--- config.mk ---
export PLATFORM = sky130hd
export DESIGN_NAME = dma_xlat
export DESIGN_NICKNAME = d
export VERILOG_FILES = /design/src/rtl/dma_xlat_pkg.sv /design/src/rtl/dma_xlat_regs.sv /design/src/rtl/dma_xlat_tcache.sv /design/src/rtl/dma_xlat.sv
export SDC_FILE = /design/constraint.sdc
export NUM_CORES = 1
export LEC_CHECK = 0
export ABC_CLOCK_PERIOD_IN_PS = 3600
export BUFFER_PORTS_ARGS = -buffer_cell sky130_fd_sc_hd__buf_2
export CAP_MARGIN = 20
export CORE_UTILIZATION = 32
export CTS_BUF_LIST = sky130_fd_sc_hd__clkbuf_4 sky130_fd_sc_hd__clkbuf_8 sky130_fd_sc_hd__clkbuf_16
export DETAILED_ROUTE_END_ITERATION = 6
export HOLD_SLACK_MARGIN = 0.15
export MAX_ROUTING_LAYER = met4
export RECOVER_POWER = 50
export SYNTH_ARGS = -nofsm -noshare
export SYNTH_HDL_FRONTEND = slang
export SYNTH_SLANG_ARGS = --single-unit
--- constraint.sdc ---
create_clock -name clk -period 3.6 [get_ports clk]
set_input_delay 0.54 -clock clk [delete_from_list [all_inputs] [get_ports clk]]
set_output_delay 0.54 -clock clk [all_outputs]
set_load 0.1 [all_outputs]
--- src/rtl/dma_xlat_pkg.sv ---
package dma_xlat_pkg;
  localparam int CFG_AW = 2;
  localparam int CFG_DW = 32;

  localparam logic [CFG_AW-1:0] CFG_BASE  = 2'd0;
  localparam logic [CFG_AW-1:0] CFG_LIMIT = 2'd1;
  localparam logic [CFG_AW-1:0] CFG_INVAL = 2'd2;
  localparam logic [CFG_AW-1:0] CFG_FAULT = 2'd3;

  typedef enum logic [1:0] {
    XS_IDLE = 2'd0,
    XS_REQ  = 2'd1,
    XS_WAIT = 2'd2
  } xl_state_t;
endpackage

--- src/rtl/dma_xlat_regs.sv ---
module dma_xlat_regs
  import dma_xlat_pkg::*;
#(
  parameter int PA_W = 29,
  parameter int LA_W = 24
) (
  input  logic              clk,
  input  logic              rst_n,
  input  logic              we,
  input  logic [CFG_AW-1:0] addr,
  input  logic [CFG_DW-1:0] wdata,
  output logic [CFG_DW-1:0] rdata,
  input  logic              fault_set,
  input  logic [LA_W-1:0]   fault_laddr,
  output logic [PA_W-1:0]   base,
  output logic [CFG_DW-1:0] limit,
  output logic              inv_pulse,
  output logic              err_clr,
  output logic              err_flag
);
  logic [PA_W-1:0]   base_q;
  logic [CFG_DW-1:0] limit_q;
  logic [LA_W-1:0]   fault_q;
  logic              flag_q;

  assign inv_pulse = we && (addr == CFG_INVAL);
  assign err_clr   = we && (addr == CFG_FAULT);

  always_ff @(posedge clk) begin
    if (!rst_n) begin
      base_q  <= '0;
      limit_q <= '0;
      fault_q <= '0;
      flag_q  <= 1'b0;
    end else begin
      if (we && addr == CFG_BASE)  base_q  <= wdata[PA_W-1:0];
      if (we && addr == CFG_LIMIT) limit_q <= wdata;
      if (fault_set) begin
        fault_q <= fault_laddr;
        flag_q  <= 1'b1;
      end else if (err_clr) begin
        flag_q  <= 1'b0;
      end
    end
  end

  always_comb begin
    case (addr)
      CFG_BASE:  rdata = CFG_DW'(base_q);
      CFG_LIMIT: rdata = limit_q;
      CFG_FAULT: rdata = CFG_DW'(fault_q);
      default:   rdata = '0;
    endcase
  end

  assign base     = base_q;
  assign limit    = limit_q;
  assign err_flag = flag_q;
endmodule

--- src/rtl/dma_xlat_tcache.sv ---
module dma_xlat_tcache #(
  parameter int IDX_W = 12,
  parameter int FRM_W = 17,
  parameter int WAYS  = 4
) (
  input  logic             clk,
  input  logic             rst_n,
  input  logic [IDX_W-1:0] lk_idx,
  output logic             lk_hit,
  output logic [FRM_W-1:0] lk_frame,
  input  logic             fill_en,
  input  logic [IDX_W-1:0] fill_idx,
  input  logic [FRM_W-1:0] fill_frame,
  input  logic             flush,
  output logic [WAYS-1:0]  way_valid,
  output logic [WAYS-1:0]  hit_vec
);
  localparam int PTR_W = (WAYS > 1) ? $clog2(WAYS) : 1;

  logic [IDX_W-1:0] tag_q   [WAYS];
  logic [FRM_W-1:0] frame_q [WAYS];
  logic [WAYS-1:0]  vld_q;
  logic [PTR_W-1:0] ptr_q;

  for (genvar w = 0; w < WAYS; w++) begin : g_way
    assign hit_vec[w] = vld_q[w] && (tag_q[w] == lk_idx);

    always_ff @(posedge clk) begin
      if (!rst_n) begin
        vld_q[w]   <= 1'b0;
        tag_q[w]   <= '0;
        frame_q[w] <= '0;
      end else if (flush) begin
        vld_q[w]   <= 1'b0;
      end else if (fill_en && ptr_q == PTR_W'(w)) begin
        vld_q[w]   <= 1'b1;
        tag_q[w]   <= fill_idx;
        frame_q[w] <= fill_frame;
      end
    end
  end

  always_ff @(posedge clk) begin
    if (!rst_n) begin
      ptr_q <= '0;
    end else if (fill_en && !flush) begin
      ptr_q <= (ptr_q == PTR_W'(WAYS - 1)) ? '0 : ptr_q + 1'b1;
    end
  end

  always_comb begin
    lk_frame = '0;
    for (int w = 0; w < WAYS; w++) begin
      if (hit_vec[w]) lk_frame = lk_frame | frame_q[w];
    end
  end

  assign lk_hit    = |hit_vec;
  assign way_valid = vld_q;
endmodule

--- src/rtl/dma_xlat.sv ---
module dma_xlat
  import dma_xlat_pkg::*;
#(
  parameter int LA_W   = 24,
  parameter int PA_W   = 29,
  parameter int PAGE_W = 12,
  parameter int ENT_LG = 3,
  parameter int WAYS   = 4
) (
  input  logic              clk,
  input  logic              rst_n,
  input  logic              cfg_we,
  input  logic [1:0]        cfg_addr,
  input  logic [31:0]       cfg_wdata,
  output logic [31:0]       cfg_rdata,
  input  logic              xl_valid,
  output logic              xl_ready,
  input  logic [LA_W-1:0]   xl_laddr,
  output logic              xl_done,
  output logic              xl_fault,
  output logic [PA_W-1:0]   xl_paddr,
  output logic              tbl_rd_valid,
  input  logic              tbl_rd_ready,
  output logic [PA_W-1:0]   tbl_rd_addr,
  input  logic              tbl_rsp_valid,
  input  logic [31:0]       tbl_rsp_data,
  output logic              addr_err_o
);
  localparam int IDX_W = LA_W - PAGE_W;
  localparam int FRM_W = PA_W - PAGE_W;

  function automatic logic [IDX_W-1:0] page_of(input logic [LA_W-1:0] la);
    return la[LA_W-1:PAGE_W];
  endfunction

  function automatic logic [PAGE_W-1:0] offset_of(input logic [LA_W-1:0] la);
    return la[PAGE_W-1:0];
  endfunction

  function automatic logic [PA_W-1:0] entry_addr(input logic [PA_W-1:0] b,
                                                 input logic [IDX_W-1:0] ix);
    return b + PA_W'({ix, {ENT_LG{1'b0}}});
  endfunction

  function automatic logic past_limit(input logic [IDX_W-1:0] ix,
                                      input logic [CFG_DW-1:0] lim);
    return CFG_DW'({ix, {ENT_LG{1'b0}}}) >= lim;
  endfunction

  function automatic logic [PA_W-1:0] compose(input logic [FRM_W-1:0] f,
                                              input logic [PAGE_W-1:0] o);
    return {f, o};
  endfunction

  // register file
  logic [PA_W-1:0]   base;
  logic [CFG_DW-1:0] limit;
  logic              inv_pulse;
  logic              err_clr;
  logic              err_acc;

  dma_xlat_regs #(.PA_W(PA_W), .LA_W(LA_W)) regs_i (
    .clk         (clk),
    .rst_n       (rst_n),
    .we          (cfg_we),
    .addr        (cfg_addr),
    .wdata       (cfg_wdata),
    .rdata       (cfg_rdata),
    .fault_set   (err_acc),
    .fault_laddr (xl_laddr),
    .base        (base),
    .limit       (limit),
    .inv_pulse   (inv_pulse),
    .err_clr     (err_clr),
    .err_flag    (addr_err_o)
  );

  // control state
  xl_state_t       state_q;
  logic [LA_W-1:0] cur_laddr_q;
  logic            stale_q;
  logic            done_q;
  logic            fault_q;
  logic [PA_W-1:0] paddr_q;

  // named events
  logic             acc;
  logic [IDX_W-1:0] idx_in;
  logic             range_err;
  logic             lk_hit;
  logic [FRM_W-1:0] lk_frame;
  logic             hit_acc;
  logic             miss_acc;
  logic             fetch_ret;
  logic             fill_en;
  logic [FRM_W-1:0] rsp_frame;
  logic [WAYS-1:0]  way_valid;
  logic [WAYS-1:0]  hit_vec;
  logic             unused_rsp_bits;

  assign xl_ready  = (state_q == XS_IDLE);
  assign acc       = xl_valid && xl_ready;
  assign idx_in    = page_of(xl_laddr);
  assign range_err = past_limit(idx_in, limit);
  assign err_acc   = acc && range_err;
  assign hit_acc   = acc && !range_err && lk_hit;
  assign miss_acc  = acc && !range_err && !lk_hit;
  assign fetch_ret = (state_q == XS_WAIT) && tbl_rsp_valid;
  assign fill_en   = fetch_ret && !stale_q && !inv_pulse;
  assign rsp_frame = tbl_rsp_data[PA_W-1:PAGE_W];
  assign unused_rsp_bits = ^{tbl_rsp_data[31:PA_W], tbl_rsp_data[PAGE_W-1:0]};

  dma_xlat_tcache #(.IDX_W(IDX_W), .FRM_W(FRM_W), .WAYS(WAYS)) cache_i (
    .clk        (clk),
    .rst_n      (rst_n),
    .lk_idx     (idx_in),
    .lk_hit     (lk_hit),
    .lk_frame   (lk_frame),
    .fill_en    (fill_en),
    .fill_idx   (page_of(cur_laddr_q)),
    .fill_frame (rsp_frame),
    .flush      (inv_pulse),
    .way_valid  (way_valid),
    .hit_vec    (hit_vec)
  );

  assign tbl_rd_valid = (state_q == XS_REQ);
  assign tbl_rd_addr  = entry_addr(base, page_of(cur_laddr_q));

  always_ff @(posedge clk) begin
    if (!rst_n) begin
      state_q     <= XS_IDLE;
      cur_laddr_q <= '0;
      stale_q     <= 1'b0;
    end else begin
      case (state_q)
        XS_IDLE: if (miss_acc) begin
          state_q     <= XS_REQ;
          cur_laddr_q <= xl_laddr;
        end
        XS_REQ:  if (tbl_rd_ready)  state_q <= XS_WAIT;
        XS_WAIT: if (tbl_rsp_valid) state_q <= XS_IDLE;
        default: state_q <= XS_IDLE;
      endcase
      if (acc)                                   stale_q <= 1'b0;
      else if (inv_pulse && state_q != XS_IDLE)  stale_q <= 1'b1;
    end
  end

  always_ff @(posedge clk) begin
    if (!rst_n) begin
      done_q  <= 1'b0;
      fault_q <= 1'b0;
      paddr_q <= '0;
    end else begin
      done_q  <= hit_acc || err_acc || fetch_ret;
      fault_q <= err_acc;
      if (err_acc)        paddr_q <= '0;
      else if (hit_acc)   paddr_q <= compose(lk_frame, offset_of(xl_laddr));
      else if (fetch_ret) paddr_q <= compose(rsp_frame, offset_of(cur_laddr_q));
    end
  end

  assign xl_done  = done_q;
  assign xl_fault = fault_q;
  assign xl_paddr = paddr_q;
endmodule

Word level (Yosys, flattened, before mapping)
Memories as Yosys holds them, arrays and structs flattened.
Cells that the tools add are included.
Word-level totals
  register bits: 150
  latch bits: 0
  bits in writable memories: 116
  bits in read-only memories: 0
  output and inout bits: 95
  logic and storage cells: 126
  memories: 2
Memory list
  cache_i.frame_q: words 4, width 17, read ports 4, clocked after memory_dff 0, wr ports 4, RTL line dma_xlat_tcache.sv:21  | logic [FRM_W-1:0] frame_q [WAYS];
  cache_i.tag_q: words 4, width 12, read ports 4, clocked after memory_dff 0, wr ports 4, RTL line dma_xlat_tcache.sv:20  | logic [IDX_W-1:0] tag_q [WAYS];
Operators by class
  add/sub/neg operators: 2
  multipliers: 0
  divide/modulo/power cells: 0
  order comparisons: 1
  equality and inequality tests: 15
  shifts and indexed selects: 0
  multiplexer cells: 39
  bitwise operators: 12
  reductions and logical operators: 40
Operators with widths (number)
  $mux W17: 8
  $pmux W32 S3: 1
  $mux W29: 2
  $or A17 B17 Y17: 3
  $eq A12 B12 Y1: 4
  $mux W12: 4
  $ge A15 B32 Y1: 1
  $add A29 B15 Y29: 1
  $logic_and A1 B1 Y1: 22
  $mux W1: 19
  $eq A2 B2 Y1 const B: 5
  $mux W2: 4
  $or A1 B1 Y1: 8
  $eq A2 B1 Y1 const B: 3
  $logic_not A2 Y1: 3
  $pmux W2 S3: 1
  $reduce_bool A2 Y1: 3
  $reduce_or A2 Y1: 3
  $logic_not A1 Y1: 4
  $ne A2 B1 Y1 const B: 2
  $reduce_or A4 Y1: 1
  $reduce_and A3 Y1: 1
  $add A2 B1 Y2 const B: 1
  $logic_or A1 B1 Y1: 2
  3 further kinds: 3

Logic depth before layout (Yosys ltp)
Gate-level depths: netlist of run 1.
  depth in word-level cells: 10
  mapped depth: 11
  mapped depth without buffers: 8

By module
From an unflattened synthesis of run 1, not the netlist that was laid out.
Second synthesis, totals
  cells, all modules: 1367
  area, all modules: 14188.6 um^2
By module, submodules not included
  dma_xlat_tcache: instances 1, cells an instance 508, area an instance 6268.5 um^2
  dma_xlat: instances 1, cells an instance 467, area an instance 4041.4 um^2
  dma_xlat_regs: instances 1, cells an instance 392, area an instance 3878.7 um^2

Worst setup path after synthesis of run 1
No wires, ideal clock.
  kind: reg-to-output
  from: register cur_laddr_q[12]
  to: output tbl_rd_addr[17]
  arrival: 3418 ps
  required time: 3060 ps
  path slack: -358 ps
  stages on the path, launching flop included: 9
  buffers on the path: 0
  cell sequence: dfxtp_1 > ha_1 > fa_1 > a211oi_1 > o21a_1 > o21ai_1 > a31oi_1 > nor2_1 > xor2_1
On the way
  longest elaborated chain between the ends: 1
RTL lines
  from (decl): RTL line dma_xlat.sv:80  | logic [LA_W-1:0] cur_laddr_q;
  from (signal assigned): RTL line dma_xlat.sv:139  | cur_laddr_q <= xl_laddr;
  $add A29 B15 Y29: RTL line dma_xlat.sv:42  | return b + PA_W'({ix, {ENT_LG{1'b0}}});
  to (decl): RTL line dma_xlat.sv:24  | output logic [PA_W-1:0] tbl_rd_addr,
Every way passes these cells.

Worst setup path after layout of run 1
  from: register cur_laddr_q[12]
  to: output tbl_rd_addr[27]
Same word-level chain as after synthesis.

==> results of run 1 <==
[cell families (layout without fill, tap and decap cells)]
logic type / after synthesis / count (layout) / share of synthesized area
compound gates: 222 / 222 / 0.133
flops: 266 / 266 / 0.489
mux: 78 / 78 / 0.0589
other cells: 0 / 4 / 0
buf+inv: 119 / 296 / 0.0447
simple gates: 524 / 524 / 0.199
xor+xnor: 72 / 72 / 0.0476
fa+ha+maj: 29 / 29 / 0.0279
[flip-flops by register name, summed over array words and instances (netlist names)]
| name | count |
|---|---|
| stale_q | 1 |
| regs_i.base | 29 |
| cur_laddr_q | 24 |
| regs_i.limit | 32 |
| cache_i.way_valid | 4 |
| xl_paddr | 29 |
| xl_fault | 1 |
| state_q | 2 |
| cache_i.tag_q | 48 |
| regs_i.err_flag | 1 |
| regs_i.fault_q | 24 |
| cache_i.ptr_q | 2 |
| cache_i.frame_q | 68 |
| xl_done | 1 |
[area by class of cell]
class	count	area, um2
Inverter	16	60.1
Fill cell	4021	24600
Timing Repair Buffer	222	1600
Antenna cell	4	10.0
Multi-Input combinational cell	925	6400
Clock inverter	18	150
Clock buffer	40	856
Tap cell	532	666
Sequential cell	266	6490
[cell usage in the layout (no fill, tap or decap), types with 16 or more instances in the layout]
cell / count
buf_4: 31
nor2b_1: 30
xnor2_1: 56
buf_12: 30
and2_0: 26
a211oi_2: 16
a21boi_0: 33
a221oi_1: 18
mux2i_1: 78
buf_2: 110
ha_1: 24
clkbuf_16: 31
o311a_1: 29
edfxtp_1: 116
a21boi_1: 29
dfxtp_1: 148
clkbuf_1: 48
nand2_1: 271
and2_1: 97
nor4_1: 16
a22o_1: 17
o21ai_1: 23
[critical path, cell delays in order, from the launching register on]
cell and delay, ns:
dfxtp_2 0.35, ha_2 0.21, fa_2 0.37, a211oi_2 0.28
o21a_1 0.17, o21ai_1 0.09, a31oi_1 0.18, buf_4 0.20
nand3b_1 0.15, xnor2_2 0.16, buf_12 0.21
[how the worst min path moves through the flow]
| stage | end | depth (start not counted) | start |
|---|---|---|---|
| 2_1_floorplan | cur_laddr_q[0] | 2 | cur_laddr_q[0] |
| 3_3_place_gp | stale_q | 2 | stale_q |
| 3_5_place_dp | cur_laddr_q[1] | 2 | cur_laddr_q[1] |
| 4_1_cts | regs_i.base[12] | 3 | cfg_wdata[12] |
| 5_1_grt | regs_i.limit[15] | 3 | cfg_wdata[15] |
| 6_report | regs_i.limit[12] | 3 | cfg_wdata[12] |
[power groups by stage]
| stage | clock [mW] | sequential (mW) | combinational, mW |
|---|---|---|---|
| global placement | 0 | 3.42 | 1.13 |
| global route | 3.30 | 3.38 | 1.21 |
| floorplan | 0 | 3.43 | 0.782 |
| detailed placement | 0 | 3.42 | 1.15 |
| finish | 3.11 | 3.36 | 1.14 |
| CTS | 3.18 | 3.36 | 1.15 |
[per-stage QoR]
stage / setup WS [ns] / hold slack [ns] / TNS, ns / cells
floorplan: 0.0246 / 0.435 / 0 / 1310
global placement: 0.274 / 0.440 / 0 / 1959
detailed placement: 0.338 / 0.447 / 0 / 1960
CTS: 0.0335 / 0.201 / 0 / 2018
global route: -0.0364 / 0.207 / -0.0442 / 2022
finish: 0.112 / 0.221 / 0 / 2023
[routing by layer]
| metal | share of wire | wire length [um] | track usage |
|---|---|---|---|
| met1 | 0.44 | 17100 | 0.236 |
| met2 | 0.46 | 17800 | 0.296 |
| met3 | 0.070 | 2690 | 0.0470 |
| met4 | 0.023 | 884 | 0.0484 |
| met5 | 0 | 0 | - |
[timing repair]
| item | in CTS | in global routing |
|---|---|---|
| gates resized for setup | 5 | 10 |
| pin swaps | 0 | 7 |
| endpoints found under the setup margin | 16 | 13 |
| buffers inserted | 0 | 1 |
==> impl_metrics.py, run 1 <==
metrics = {
    "place": {
        "dp_hpwl_um": 26800,
        "numPortBuffers": 175,
        "dpl-instance-area_um2": 15200,
        "gp_congestion": 0.871,
    },
    "setup_path": {
        "r2r_slack_ns": 0.87,
        "cp-end-kind": "output pin",
        "cp-start-kind": "register",
        "r2r_start": "regs_i.limit[3]",
        "crit_end": "tbl_rd_addr[27]",
        "crit_type": "register to output pin",
        "crit_arrival_ns": 2.95,
        "required_ns": 3.06,
        "timing.rr.end": "xl_paddr[15]",
        "cp_max_fo": 7,
        "reg2reg_depth": 10,
        "cp-startpoint": "cur_laddr_q[12]",
    },
    "pwr": {
        "p_sw_mw": 2.20,
        "p_leak_nw": 6.02,
        "ir_drop_uv": 356,
        "p_per_area_nw_per_um2": 469,
        "seq_power_share": 0.442,
        "intPower_mw": 5.42,
        "power_mw": 7.62,
        "p_sw_frac": 0.288,
        "clkPwrFrac": 0.408,
        "comb_power_share": 0.150,
    },
    "global_routing": {
        "grt.total_usage": 0.187,
        "antenna_found_initial": 3,
        "overflow": 0,
        "grt_pass1_wl_um": 58600,
        "grt_max_degree": 57,
        "grt_pass1_vias": 9910,
    },
    "flow_run": {
        "cap_violations": 0,
    },
    "yosys": {
        "netlist_area_um2": 13300,
        "ys.flop_type": "dfxtp_1",
        "ys_ff_latch": 266,
        "synth_warnings": 0,
        "async_flop_share": 0,
        "yosysTopAreaCell": "edfxtp_1",
        "synth_commonest_cells": "nand2_1, dfxtp_1, and2_1",
        "ys_seq_area_frac": 0.489,
        "synth_nets": 1435,
        "synth.area.top_cells": "edfxtp_1, dfxtp_1, nand2_1",
        "synthCells": 1310,
        "yosysMostFrequentCell": "nand2_1",
        "syn_avg_cell_area_um2": 10.1,
        "synth_edf_count": 116,
        "yosysTopAreaCellShare": 0.263,
        "ys_types": 57,
    },
    "outcome": {
        "status": "finished, final reports clean",
    },
    "clock_tree": {
        "cts_hold_buf": 0,
        "root_buffer": "clkbuf_16",
        "clock_sinks": 266,
        "cts_buffer_depth": 3,
        "cts_made_buffers": 31,
        "clock_latency_ns": 0.57,
        "cts-htree-levels": 1,
        "clkTransAtPathRegs_ns": 0.06,
        "cts_tree": "done",
    },
    "sta": {
        "post-route-period-util": 0.969,
        "setup_violations": 0,
        "clock_skew_ns": 0.0107,
        "fmax_mhz": 287,
        "tightest_slew_ns": 1.25,
        "drv_slew": 0,
        "max-slew-margin-rel": 0.172,
        "hold_viol_final": 0,
        "fin_crit_ns": 3.49,
    },
    "floorplanning": {
        "rows": 74,
        "start_util": 0.325,
        "die_h_um": 206,
        "die_w_um": 206,
        "core_region_area_um2": 40800,
        "io_pins": 191,
        "die_area_um2": 42200,
    },
    "detailed_routing": {
        "avgViaCountPerCell": 4.96,
        "wl_per_cell_um": 19.0,
        "dr.pass1.iters": 5,
        "drc_errors": 0,
        "routed_wl_um": 38500,
        "first_iter_violations": 601,
        "vias": 10000,
        "ant_nets": 0,
    },
    "cells_and_area": {
        "syn_to_final_growth_pct": 22.5,
        "final_net_count": 1587,
        "drive_gt1_frac": 0.194,
        "postLayoutCoreUtil": 0.398,
        "final_cell_area_um2": 16200,
    },
    "hold_path": {
        "hold_class": "primary input to register",
    },
}
No activity file was read; power rests on OpenSTA's default activity.
==> inputs of run 2 (changes only) <==
- ABC_CLOCK_PERIOD_IN_PS: 3600 -> 4300
- clock period: 3.6 -> 4.3 ns (I/O delays scaled with it)
==> impl_metrics.py, run 2 (synthesis gave the netlist of run 1 again) <==
metrics = {
    "cells_and_area": {
        "multiInputGateArea_um2": 6200,
        "final_common_cell": "nand2_1",
        "regMostFlops": "cache_i.frame_q",
        "fillers": 4129,
        "syn_to_final_growth_pct": 17.3,
        "largest_register_ff_count": 68,
        "drive_gt1_frac": 0.165,
        "final_net_count": 1578,
        "final_cell_area_um2": 15500,
        "seq_area_um2": 6490,
        "mostFrequentLayoutCells": "nand2_1, dfxtp_1, buf_2",
    },
    "clock_tree": {
        "clkTransAtPathRegs_ns": 0.06,
        "clock_latency_ns": 0.56,
        "cts_buffer_depth": 3,
        "cts_made_buffers": 31,
        "clock_sinks": 266,
        "cts_hold_buf": 0,
        "cts.repair.resized": 0,
        "postCtsSetupRepairBufs": 0,
        "cts-htree-levels": 1,
        "cts_tree": "done",
        "root_buffer": "clkbuf_16",
    },
    "detailed_routing": {
        "drc_errors": 0,
        "routed_wl_um": 38400,
        "avgViaCountPerCell": 5.00,
        "first_iter_violations": 653,
        "vias": 10100,
        "wl_per_cell_um": 19.1,
        "dr.pass1.iters": 4,
        "ant_nets": 0,
    },
    "sta": {
        "max-slew-margin-rel": -0.254,
        "finalSetupTns_ns": 0,
        "rsz0062_at_grt": "no",
        "tightest_slew_ns": 1.88,
        "hold_viol_final": 0,
        "worst_slack_ns": 0.242,
        "fin_hold_ws_ns": 0.324,
        "fmax_mhz": 246,
        "clock_skew_ns": 0.0127,
        "fin_crit_ns": 4.06,
        "post-route-period-util": 0.944,
        "setup_violations": 0,
        "drv_slew": 183,
    },
    "floorplanning": {
        "die_area_um2": 42200,
        "start_util": 0.325,
        "rows": 74,
        "io_pins": 191,
        "die_w_um": 206,
        "core_region_area_um2": 40800,
        "die_h_um": 206,
    },
    "pwr": {
        "power_mw": 6.29,
        "p_sw_frac": 0.289,
        "p_sw_mw": 1.82,
        "comb_power_share": 0.142,
        "clkPwrFrac": 0.409,
        "seq_power_share": 0.448,
        "ir_drop_uv": 290,
        "intPower_mw": 4.47,
        "p_leak_nw": 5.82,
        "p_per_area_nw_per_um2": 405,
    },
    "setup_path": {
        "crit_path_top_delay_cell": "buf_2",
        "cpPeakStageDelay_ns": 0.48,
        "required_ns": 3.65,
        "cp-end-kind": "output pin",
        "crit_arrival_ns": 3.41,
        "crit_type": "register to output pin",
        "crit_chain": "ha_1 > fa_1 > a211oi_1 > o21a_1 > o21ai_1 > a31oi_1 > buf_4 > nor2_1 > xor2_1 > buf_2",
        "critical_path.top_delay_family": "compound AO/OA/AOI/OAI gates",
        "cp-start-kind": "register",
        "r2r_slack_ns": 0.96,
        "timing.rr.end": "cur_laddr_q[20]",
        "critPathBufInv": 2,
        "r2r_start": "cache_i.tag_q[1][13]",
        "reg2reg_depth": 9,
        "cp_max_fo": 7,
    },
    "place": {
        "dp_hpwl_um": 26200,
        "numPortBuffers": 175,
        "place_ws_ns": 0.435,
        "dpl-instance-area_um2": 14600,
        "gp_congestion": 0.890,
    },
    "global_routing": {
        "antenna_found_initial": 3,
        "overflow": 0,
        "grt_pass1_wl_um": 58900,
        "grt_max_degree": 104,
        "grt_pass1_vias": 10000,
        "grt.total_usage": 0.188,
    },
    "hold_path": {
        "min_path_cells": 3,
        "min-delay-start": "cfg_wdata[16]",
        "holdPathEnd": "regs_i.limit[16]",
        "hold_class": "primary input to register",
    },
    "outcome": {
        "failed_checks": "capacitance limit, slew limit",
        "status": "finished, violations left",
    },
    "flow_run": {
        "cap_violations": 3,
    },
}
-- run 2: cell types whose count changed in the layout (fill, tap and decap cells not counted), moves of 6 or more --
cell and change:
buf_4 -6, xnor2_1 +8, xnor2_2 -8, buf_2 +25, o21ai_1 +6, and2_0 +6, o21ai_2 -6, and2_1 -6
buf_12 -28
-- run 2: worst max path at each step --
stage	start	to	slack (ns)	depth (start not counted)
after CTS	cur_laddr_q[12]	tbl_rd_addr[23]	0.19	10
after global routing	cfg_addr[0]	cache_i.frame_q[3][6]	0.07	7
after floorplan	cur_laddr_q[12]	tbl_rd_addr[17]	0.24	8
after detailed placement	xl_laddr[20]	cur_laddr_q[23]	0.43	10
final	cur_laddr_q[12]	tbl_rd_addr[23]	0.24	10
after global placement	xl_laddr[20]	cur_laddr_q[13]	0.48	10
-- run 2: area by class of cell --
| cell class | count | share of cell area |
|---|---|---|
| multi-input combinational | 925 | 0.399 |
| clock inverter | 16 | 0.00717 |
| antenna | 4 | 0.000644 |
| timing repair buffer | 213 | 0.0726 |
| inverter | 16 | 0.00386 |
| sequential | 266 | 0.417 |
| clock buffer | 41 | 0.0568 |
| tap | 532 | 0.0428 |
-- run 2: power groups by stage --
stage                     Combinational (mW)  Sequential (mW)  Clock (mW)
after floorplan                        0.650             2.87           0
after global routing                   0.952             2.83        2.73
after CTS                              0.906             2.82        2.63
after detailed placement               0.903             2.87           0
final                                  0.895             2.82        2.57
after global placement                 0.895             2.87           0
-- run 2: metrics by stage --
| step | util | cells |
|---|---|---|
| global placement | 0.358 | 1951 |
| detailed placement | 0.358 | 1952 |
| CTS | 0.383 | 2009 |
| floorplan | - | 1310 |
| finish | 0.381 | 2013 |
| global route | 0.381 | 2012 |
-- run 2: routing by layer --
metal	routed length, um	track usage	vias to the layer above	part of all wire
met2	18100	0.303	235	0.47
met3	2320	0.0413	57	0.060
met4	1050	0.0550	0	0.027
li1	-	-	4864	-
met5	0	-	-	0
met1	16900	0.234	4906	0.44
-- run 2: tightest hold or removal path: stages --
cell	delay, ns
buf_2	0.10
nand2_1	0.05
a21boi_1	0.05
